==> src/rtl/conv_seq_pkg.sv <==
package conv_seq_pkg;

  localparam int CFG_W = 7;  // [1:0] rate, [3:2] gain, [4] chan, [5] temp, [6] clk src

  typedef enum logic [1:0] {
    SRC_PAIR1 = 2'd0,
    SRC_PAIR2 = 2'd1,
    SRC_TEMP  = 2'd2
  } src_e;

  typedef enum logic [1:0] {
    ST_OFF,
    ST_WAKE,
    ST_SETTLE,
    ST_RUN
  } seq_st_e;

  function automatic logic [6:0] rate_hz(input logic [1:0] code);
    case (code)
      2'b11:   return 7'd10;
      2'b10:   return 7'd50;
      2'b01:   return 7'd60;
      default: return 7'd120;
    endcase
  endfunction

  function automatic logic [7:0] gain_of(input logic [1:0] code);
    case (code)
      2'b00:   return 8'd1;
      2'b01:   return 8'd8;
      2'b10:   return 8'd64;
      default: return 8'd128;
    endcase
  endfunction

  function automatic src_e src_of(input logic chan, input logic temp);
    if (temp) return SRC_TEMP;
    return chan ? SRC_PAIR2 : SRC_PAIR1;
  endfunction

  // BASE_CYC is the 120 Hz period; keep it a multiple of 5 so 50 Hz is exact
  function automatic int unsigned period_cyc(input logic [1:0] code, input int unsigned base);
    return (base * 120) / int'(rate_hz(code));
  endfunction

endpackage

==> src/rtl/cfg_sync.sv <==
module cfg_sync #(
  parameter int W      = 7,
  parameter int STAGES = 2
) (
  input  logic         clk,
  input  logic         rst_n,
  input  logic [W-1:0] din,
  output logic [W-1:0] dout,
  output logic         changed,
  output logic         primed
);
  localparam int PW = $clog2(STAGES + 2);

  logic [STAGES-1:0][W-1:0] stg;
  logic [W-1:0]             prev;
  logic [PW-1:0]            pcnt;

  generate
    if (STAGES == 1) begin : g_one
      always_ff @(posedge clk or negedge rst_n)
        if (!rst_n) stg <= '0;
        else        stg <= din;
    end else begin : g_chain
      always_ff @(posedge clk or negedge rst_n)
        if (!rst_n) stg <= '0;
        else        stg <= {stg[STAGES-2:0], din};
    end
  endgenerate

  always_ff @(posedge clk or negedge rst_n) begin
    if (!rst_n) begin
      prev <= '0;
      pcnt <= '0;
    end else begin
      prev <= stg[STAGES-1];
      if (pcnt != PW'(STAGES + 1)) pcnt <= pcnt + 1'b1;
    end
  end

  assign dout    = stg[STAGES-1];
  assign primed  = (pcnt == PW'(STAGES + 1));
  assign changed = primed && (prev != stg[STAGES-1]);

endmodule

==> src/rtl/pdn_qual.sv <==
module pdn_qual #(
  parameter int MIN_CYC = 2
) (
  input  logic clk,
  input  logic rst_n,
  input  logic pd_raw,
  output logic pd_active
);
  localparam int QW = $clog2(MIN_CYC + 1);

  logic [1:0]    sync_q;
  logic          pd_s;
  logic [QW-1:0] hold_cnt;

  always_ff @(posedge clk or negedge rst_n) begin
    if (!rst_n) begin
      sync_q   <= '0;
      hold_cnt <= '0;
    end else begin
      sync_q <= {sync_q[0], pd_raw};
      if (!pd_s)                          hold_cnt <= '0;
      else if (hold_cnt != QW'(MIN_CYC))  hold_cnt <= hold_cnt + 1'b1;
    end
  end

  assign pd_s      = sync_q[1];
  assign pd_active = (hold_cnt == QW'(MIN_CYC));

  // a qualified request only appears after the synchronised pin was high
  assert_hold_needed_R7: assert property (@(posedge clk) disable iff (!rst_n)
    $rose(pd_active) |-> $past(pd_s));

endmodule

==> src/rtl/conv_timer.sv <==
module conv_timer #(
  parameter int CNT_W = 21
) (
  input  logic             clk,
  input  logic             rst_n,
  input  logic             restart,
  input  logic             run_en,
  input  logic [CNT_W-1:0] period,
  output logic             done,
  output logic             settling
);
  logic [CNT_W-1:0] cnt;
  logic [CNT_W-1:0] lim;
  logic             active;

  always_ff @(posedge clk or negedge rst_n) begin
    if (!rst_n) begin
      cnt      <= '0;
      lim      <= '0;
      active   <= 1'b0;
      settling <= 1'b0;
    end else if (restart) begin
      cnt      <= '0;
      lim      <= period << 2;
      active   <= 1'b1;
      settling <= 1'b1;
    end else if (!run_en) begin
      cnt      <= '0;
      lim      <= '0;
      active   <= 1'b0;
      settling <= 1'b0;
    end else if (active) begin
      if (cnt == lim) begin
        cnt      <= CNT_W'(1);
        lim      <= period;
        settling <= 1'b0;
      end else begin
        cnt <= cnt + 1'b1;
      end
    end
  end

  assign done = active && (cnt == lim);

  assert_done_single_R5: assert property (@(posedge clk) disable iff (!rst_n)
    done |=> !done);
  assert_settle_ends_R5: assert property (@(posedge clk) disable iff (!rst_n)
    (done && settling && !restart && run_en) |=> !settling);

endmodule

==> src/rtl/conv_seq_ctrl.sv <==
module conv_seq_ctrl
  import conv_seq_pkg::*;
#(
  parameter int BASE_CYC    = 41000,
  parameter int WAKE_CYC    = 4920,
  parameter int PDN_MIN_CYC = 2,
  parameter int SYNC_STAGES = 2
) (
  input  logic       clk,
  input  logic       rst_n,
  input  logic [1:0] rate_sel_i,
  input  logic [1:0] gain_sel_i,
  input  logic       chan_sel_i,
  input  logic       temp_sel_i,
  input  logic       int_clk_sel_i,
  input  logic       pdown_i,
  output logic       conv_done_o,
  output logic       filt_rst_o,
  output logic       ready_n_o,
  output logic       sleep_o,
  output logic [6:0] rate_hz_o,
  output logic [7:0] gain_o,
  output logic [1:0] src_o
);
  localparam int CNT_W = $clog2(4 * BASE_CYC * 12 + 1);
  localparam int WW    = $clog2(WAKE_CYC + 1);

  logic [CFG_W-1:0] cfg_s;
  logic             cfg_changed, cfg_primed;
  logic             pd_active;
  logic             tmr_done, tmr_settling;
  logic [CNT_W-1:0] period_w;

  seq_st_e          state, state_nx;
  logic [WW-1:0]    wcnt;
  logic             wake_go, restart, converting;
  logic             filt_rst_q;
  logic [6:0]       rate_q;
  logic [7:0]       gain_q;
  src_e             src_q;

  cfg_sync #(.W(CFG_W), .STAGES(SYNC_STAGES)) u_sync (
    .clk     (clk),
    .rst_n   (rst_n),
    .din     ({int_clk_sel_i, temp_sel_i, chan_sel_i, gain_sel_i, rate_sel_i}),
    .dout    (cfg_s),
    .changed (cfg_changed),
    .primed  (cfg_primed)
  );

  pdn_qual #(.MIN_CYC(PDN_MIN_CYC)) u_pdn (
    .clk       (clk),
    .rst_n     (rst_n),
    .pd_raw    (pdown_i),
    .pd_active (pd_active)
  );

  assign period_w   = CNT_W'(period_cyc(cfg_s[1:0], BASE_CYC));
  assign converting = (state == ST_SETTLE) || (state == ST_RUN);
  assign wake_go    = (state == ST_WAKE) && cfg_primed &&
                      (!cfg_s[6] || (wcnt >= WW'(WAKE_CYC)));
  assign restart    = !pd_active && (wake_go || (converting && cfg_changed));

  conv_timer #(.CNT_W(CNT_W)) u_tmr (
    .clk      (clk),
    .rst_n    (rst_n),
    .restart  (restart),
    .run_en   (converting),
    .period   (period_w),
    .done     (tmr_done),
    .settling (tmr_settling)
  );

  always_comb begin
    state_nx = state;
    if (pd_active) state_nx = ST_OFF;
    else begin
      case (state)
        ST_OFF:    state_nx = ST_WAKE;
        ST_WAKE:   if (wake_go) state_nx = ST_SETTLE;
        ST_SETTLE: if (restart) state_nx = ST_SETTLE;
                   else if (tmr_done && tmr_settling) state_nx = ST_RUN;
        ST_RUN:    if (restart) state_nx = ST_SETTLE;
        default:   state_nx = ST_OFF;
      endcase
    end
  end

  always_ff @(posedge clk or negedge rst_n) begin
    if (!rst_n) begin
      state      <= ST_WAKE;
      wcnt       <= '0;
      filt_rst_q <= 1'b0;
      rate_q     <= '0;
      gain_q     <= '0;
      src_q      <= SRC_PAIR1;
    end else begin
      state      <= state_nx;
      filt_rst_q <= restart;
      if (state == ST_WAKE) begin
        if (wcnt != WW'(WAKE_CYC)) wcnt <= wcnt + 1'b1;
      end else begin
        wcnt <= '0;
      end
      if (pd_active) begin
        rate_q <= '0;
        gain_q <= '0;
        src_q  <= SRC_PAIR1;
      end else if (restart) begin
        rate_q <= rate_hz(cfg_s[1:0]);
        gain_q <= gain_of(cfg_s[3:2]);
        src_q  <= src_of(cfg_s[4], cfg_s[5]);
      end
    end
  end

  assign conv_done_o = tmr_done && converting && !pd_active;
  assign filt_rst_o  = filt_rst_q;
  assign ready_n_o   = (state != ST_RUN);
  assign sleep_o     = (state == ST_OFF) || (state == ST_WAKE);
  assign rate_hz_o   = rate_q;
  assign gain_o      = gain_q;
  assign src_o       = src_q;

  assert_restart_not_ready_R4: assert property (@(posedge clk) disable iff (!rst_n)
    filt_rst_o |-> (ready_n_o && !conv_done_o));
  assert_pd_idles_R6: assert property (@(posedge clk) disable iff (!rst_n)
    pd_active |=> (sleep_o && !conv_done_o && ready_n_o));
  assert_ready_after_done_R10: assert property (@(posedge clk) disable iff (!rst_n)
    $fell(ready_n_o) |-> $past(conv_done_o));
  assert_gain_onehot_R2: assert property (@(posedge clk) disable iff (!rst_n)
    !sleep_o |-> ($countones(gain_o) == 1));
  assert_no_done_asleep_R9: assert property (@(posedge clk) disable iff (!rst_n)
    sleep_o |-> !conv_done_o);

endmodule

==> config.mk <==
export PLATFORM = sky130hd
export DESIGN_NAME = conv_seq_ctrl
export DESIGN_NICKNAME = d
export VERILOG_FILES = /design/src/rtl/conv_seq_pkg.sv /design/src/rtl/cfg_sync.sv /design/src/rtl/pdn_qual.sv /design/src/rtl/conv_timer.sv /design/src/rtl/conv_seq_ctrl.sv
export SDC_FILE = /design/constraint.sdc
export NUM_CORES = 1
export LEC_CHECK = 0
export ABC_AREA = 1
export CAP_MARGIN = 20
export CORE_ASPECT_RATIO = 2
export CORE_UTILIZATION = 30
export CTS_CLUSTER_SIZE = 30
export DETAILED_ROUTE_END_ITERATION = 12
export DONT_BUFFER_PORTS = 1
export PLACE_DENSITY = 0.43
export SYNTH_ARGS = -nofsm -noshare
export SYNTH_HDL_FRONTEND = slang
export SYNTH_SLANG_ARGS = --single-unit
==> constraint.sdc <==
create_clock -name clk -period 5.1 [get_ports clk]
set_clock_uncertainty 0.15 [all_clocks]
set_input_delay 0.255 -clock clk [delete_from_list [all_inputs] [get_ports clk]]
set_output_delay 0.255 -clock clk [all_outputs]
set_load 0.01 [all_outputs]
== Yosys cells after proc, flatten, opt, wreduce, memory -nomap -nowiden ==
Cells that the tools add are included.

* Flip-flop bits (word level): 104
* Output and inout bits: 21
* Logic and storage cells: 104

* Add/sub/neg operators: 4
* Div/mod/pow operators: 1
* Order comparisons: 1
* Equal/unequal tests: 24
* Muxes and demuxes: 38
* Reduce and logical (&&, ||, !) cells: 20

{| class="wikitable"
|+ Operator list
! operator !! count
|-
| $mux W21 || 8
|-
| $div A23 B7 Y32 const A || 1
|-
| $mux W13 || 2
|-
| $pmux W8 S3 || 1
|-
| $mux W2 || 11
|-
| $add A21 B1 Y21 const B || 1
|-
| $eq A21 B21 Y1 || 1
|-
| $pmux W7 S3 || 1
|-
| $mux W8 || 2
|-
| $eq A2 B2 Y1 const B || 7
|-
| $mux W7 || 2
|-
| $add A13 B1 Y13 const B || 1
|-
| $ge A13 B13 Y1 const B || 1
|-
| $ne A13 B13 Y1 const B || 1
|-
| $mux W1 || 10
|-
| $ne A2 B2 Y1 const B || 5
|-
| $logic_and A1 B1 Y1 || 9
|-
| $pmux W2 S4 || 1
|-
| $ne A7 B7 Y1 || 1
|-
| $eq A2 B1 Y1 const B || 3
|-
| $ne A3 B2 Y1 const B || 2
|-
| $ne A3 B3 Y1 const B || 2
|-
| $add A2 B1 Y2 const B || 2
|-
| $logic_not A2 Y1 || 2
|-
| other kinds (7) || 11
|}

== Longest topological paths before layout ==
* Depth in word-level cells: 10
* Gate-level depth with buffers: 47
* Depth with buffers taken out: 46

== Modules after synthesis ==
From an unflattened synthesis, not the netlist that was laid out.

* Cell total of the unflattened synthesis: 1058
* Area total of the unflattened synthesis: 7216.9 µm²

{| class="wikitable"
|+ Modules (own cells, without submodules)
! module !! times used !! cells each !! area each (µm²) !! sequential area each (µm²)
|-
| conv_seq_ctrl || 1 || 554 || 3449.6 || 676.9
|-
| conv_timer || 1 || 418 || 2810.2 || 1101.1
|-
| cfg_sync || 1 || 72 || 805.8 || 575.6
|-
| pdn_qual || 1 || 14 || 151.4 || 100.1
|}

== Least setup slack after synthesis ==
No wires, ideal clock.

* Path kind: reg2reg
* From: register u_sync.stg (netlist bit u_sync.dout[0])
* To: register u_tmr.lim[2]
* Setup time: 0.121 ns
* Arrival time: 4.595 ns
* Required time: 4.829 ns
* Setup slack: 0.233 ns
* Stages on the path, launching flop included: 42
* Path buffers: 3
* Clock period less this slack: 4.867 ns
* Cell sequence: dfrtp_1 -> inv_1 -> ha_1 -> inv_1 -> nand2_1 -> nand2_1 -> nand2_1 -> nand2_1 -> nand2_2 -> a21oi_4 -> nand3_2 -> buf_6 -> nand3_4 -> nand2_1 -> nor2_2 -> nand4_4 -> buf_6 -> nand3_1 -> (+6 left out) -> nand3_1 -> nand2_1 -> nand3_1 -> nand2_1 -> nand2_1 -> nor2_2 -> nand3_2 -> buf_6 -> nand2_2 -> inv_2 -> nor3_4 -> nand2_2 -> nand3_1 -> nand3_1 -> nor2_1 -> nand2_1 -> nand2_1 -> nand2_1

* Cells in the longest elaborated chain, start to end: 7
* Elaborated cells between the ends (all ways): 17
* Those cells by class: 1 x div; 6 x eq/ne; 5 x mux; 5 x reduce/logical

{| class="wikitable"
|+ Ends and longest elaborated chain
! element !! RTL line !! RTL
|-
| start: declaration || cfg_sync.sv:14 || <nowiki>logic [STAGES-1:0][W-1:0] stg;</nowiki>
|-
| start signal: assignment || cfg_sync.sv:26 || <nowiki>else stg <= {stg[STAGES-2:0], din};</nowiki>
|-
| $eq A2 B1 Y1, or another cell as far along || conv_seq_pkg.sv:19 || <nowiki>case (code)</nowiki>
|-
| $pmux W7 S3 / $logic_and A1 B1 Y1 (equally long branches) || conv_seq_pkg.sv:19, cfg_sync.sv:42 ||
|-
| $div A23 B7 Y32 / $logic_and A1 B1 Y1 (equally long branches) || conv_seq_pkg.sv:43, conv_seq_ctrl.sv:62 ||
|-
| $mux W21 / $logic_or A1 B1 Y1 (equally long branches) || conv_timer.sv:33, conv_seq_ctrl.sv:62 ||
|-
| $mux W21 / $logic_and A1 B1 Y1 (equally long branches) || conv_timer.sv:32, conv_seq_ctrl.sv:62 ||
|-
| $mux W21 / $ne A3 B2 Y1 (equally long branches) || n/a ||
|-
| $mux W21 / $reduce_and A2 Y1 (equally long branches) || n/a ||
|-
| end signal: assignment || conv_timer.sv:24 || <nowiki>lim <= period << 2;</nowiki>
|-
| end signal: assignment || conv_timer.sv:35 || <nowiki>lim <= period;</nowiki>
|-
| end: declaration || conv_timer.sv:13 || <nowiki>logic [CNT_W-1:0] lim;</nowiki>
|}

Several ways; a longest one is shown, not always the timed one. The select of a mux whose other input is x is not followed.
A chain may end at the register's enable or synchronous reset.

== Worst setup path in the final report ==
Same ends and word-level chain as after synthesis.

==> results by group <==
Outcome
  – Status: finished, violations left
  – Violated checks: negative setup slack

Floorplanning
  – Rows: 74
  – Initial Util: 30.5%
  – Die Span X: 104 µm
  – # IOs: 31
  – Core Area: 20500 µm²
  – Die height: 206 µm
  – Die ar.: 21400 µm²

Clock network
  – CTS tree: built
  – Clk Latency, worst-skew pair: 0.36 ns
  – Clock tree buffer depth: 2
  – H-tree depth: 3
  – Clk root buf: clkbuf_16
  – CTS sink count: 94
  – TritonCTS buffer count: 9
  – Clock slew seen by the registers of the worst setup and hold paths: 0.07 ns

Finish
  – Fill cell count: 2154
  – Layout cells sized above 1: 29.1%
  – Nets: 1035
  – N_diodes: 0
  – Syn-to-layout area delta: 36.4%
  – Fin util: 41.6%

Pwr
  – Peak supply drop: 0.152 mV
  – P per Cell Area: 322 nW/µm²
  – Leak: 3.97 nW
  – Total power: 2.74 mW

Synth
  – Area leader, netlist: dfrtp_1
  – Ys flop type: dfrtp_1
  – Post-synthesis cell count: 849
  – Top cell type's share of synthesized area: 37.3%
  – Distinct cell type count of the synthesized netlist: 54
  – Seq/Total Area, Yosys: 37.7%
  – Synthesis warning total: 0
  – Syn avg cell area: 7.36 µm²
  – Synthesized area: 6250 µm²
  – Synth top area cells: dfrtp_1 37%, nand2_1 13%, inv_1 6.2%, nand3_1 4.9%, nor2_1 4.3%
  – Most frequent cell after synthesis: nand2_1
  – Commonest cells post-synth: 216 x nand2_1, 104 x inv_1, 93 x dfrtp_1
  – FFs w/ async S/R, synth: 100%
  – Number of synthesized flops with an enable pin: 0
  – Yosys reg bits: 94

Timing
  – Worst Max-Slew Pin Slew: 0.927 ns
  – Setup Viol. Count Final: 4
  – Final Hold Vio Count: 0
  – Slew headroom: 38.0%
  – Final Cycle Share: 105%
  – Final WS setup: -0.235 ns
  – Slew Limit Fails: 0
  – Post-route minimum period: 5.34 ns
  – Max Fclk: 187 MHz
  – RSZ-0062 raised after global routing: yes

Global routing
  – First-pass GRT wire length: 33.9 mm
  – Largest net degree at the start of global routing: 95
  – Initial antenna violation count: 0
  – Gr ovfl total: 0
  – GRT busiest layer: met2
  – Vias in the first global route: 6546
  – M2 GR Usage: 44.7%
  – Total GRT Usage: 21.0%
  – Met1 Use GR: 18.3%
  – Met3 Use GR: 1.96%

Worst setup path
  – Setup CP Type: reg2reg
  – Cell mode on critical path: nand2_2
  – CP endpoint kind: flip-flop
  – CP required: 5.19 ns
  – R2R cell count: 41
  – Worst-path maximum fanout: 8
  – Crit path largest cell delay: 0.43 ns
  – Setup crit start kind: flip-flop
  – Crit path max-delay cell type: dfrtp_2
  – CP Data Arrival Time: 5.43 ns

Detailed routing
  – Vias after detailed routing: 6155
  – DR pass1 iterations: 4
  – Via density: 4.81
  – Antenna-violating nets left: 0
  – DR iter-0 viols: 221
  – Drt total wl: 21.1 mm
  – DR DRC count: 0
  – Routed length per instance: 16.5 µm

Placement
  – IO Port Bufs: 0
  – Post-DP HPWL: 17.0 mm
  – Placer congestion estimate: 0.906
  – Post-place setup slack: -0.551 ns

Hold path
  – Worst hold path type: reg2reg
  – Hold Path Depth: 0

Run
  – Maxcap violations: 0
cell type report:
class,count,area (µm²),area share (%)
multi-input cells,624,3730,43.8
flip-flops and latches,94,2360,27.6
repair buffers,169,1390,16.3
inverters,111,427,5.01
well taps,266,333,3.91
clock buffers,10,239,2.80
clock inverters,6,46.3,0.543
cell families after synthesis:
kind of cell	share of synthesized area (%)
and+or+nand+nor	33.8
AOI/OAI and AO/OA	12.4
DFF	37.7
adders and majority gates	3.20
xor gates and xnor gates	3.50
other	0.0600
muxes	0.180
buffers and inverters	9.21
state kept, by name (all words and copies together) (netlist names), 4 cells and up:
signal       flops
u_tmr.lim       17
wcnt            13
u_sync.stg       7
gain_o           4
u_sync.dout      7
u_sync.prev      7
u_tmr.cnt       21
rate_hz_o        5
metrics by stage:
step / area (µm²) / TNS (ns) / std cells / hold slack [ns]
3_5_place_dp: 7490 / -1.90 / 1231 / -0.188
5_1_grt: 8520 / -2.63 / 1280 / 0.207
4_1_cts: 8310 / -0.705 / 1274 / 0.200
3_3_place_gp: 7490 / -1.82 / 1231 / -0.189
6_report: 8520 / -0.917 / 1280 / 0.198
2_1_floorplan: 6260 / 0 / 853 / -0.191
layer usage:
layer  vias up  routed length, µm
met5         -                  0
met4         0               1000
met3        46                276
met2        82              12700
met1      2914               7180
li1       3113                  -
final timing paths:
kind / from / end / slack, ns
max in group asynchronous: rst_n / u_tmr.cnt[17] / 4.11
min in group asynchronous: rst_n / wcnt[1] / 0.33
max reg2reg: u_sync.dout[0] / u_tmr.lim[2] / -0.24
min: u_sync.stg[2] / u_sync.dout[2] / 0.20
min reg2reg: u_sync.stg[2] / u_sync.dout[2] / 0.20
max: u_sync.dout[0] / u_tmr.lim[2] / -0.24
cell usage in the layout (no fill, tap or decap), drive strengths merged, types with 5 or more instances in the layout:
cell type	count
a21oi	48
a32o	5
buf	160
clkbuf	10
clkinv	6
conb	5
dfrtp	93
dlygate4sd3	9
ha	16
inv	110
nand2	228
nand3	73
nand3b	6
nand4	29
nor2	85
nor3	19
o21ai	45
xnor2	16
xor2	9
what timing repair did:
action / 4_1_cts / 5_1_grt
hold endpoints to repair: 102 / 0
pin swaps: 28 / 38
gates cloned: 1 / 0
hold buffers: 10 / 0
buffers inserted: 16 / 6
resized for setup: 72 / 41
setup endpoints to repair: 4 / 4
worst max-delay path, delay by kind of cell (launching register included):
kind            cells  cell delay, ns
buf+inv             5            0.61
compound gates      3            0.40
flops               1            0.43
fa+ha+maj           1            0.18
simple gates       32            3.43
power breakdown:
group          switching [mW]  total (mW)  internal (mW)
combinational           0.654        1.06          0.410
clock                   0.303       0.650          0.347
sequential              0.137        1.03          0.889
total                    1.09        2.74           1.65
Power figures use the tool's default switching activity.
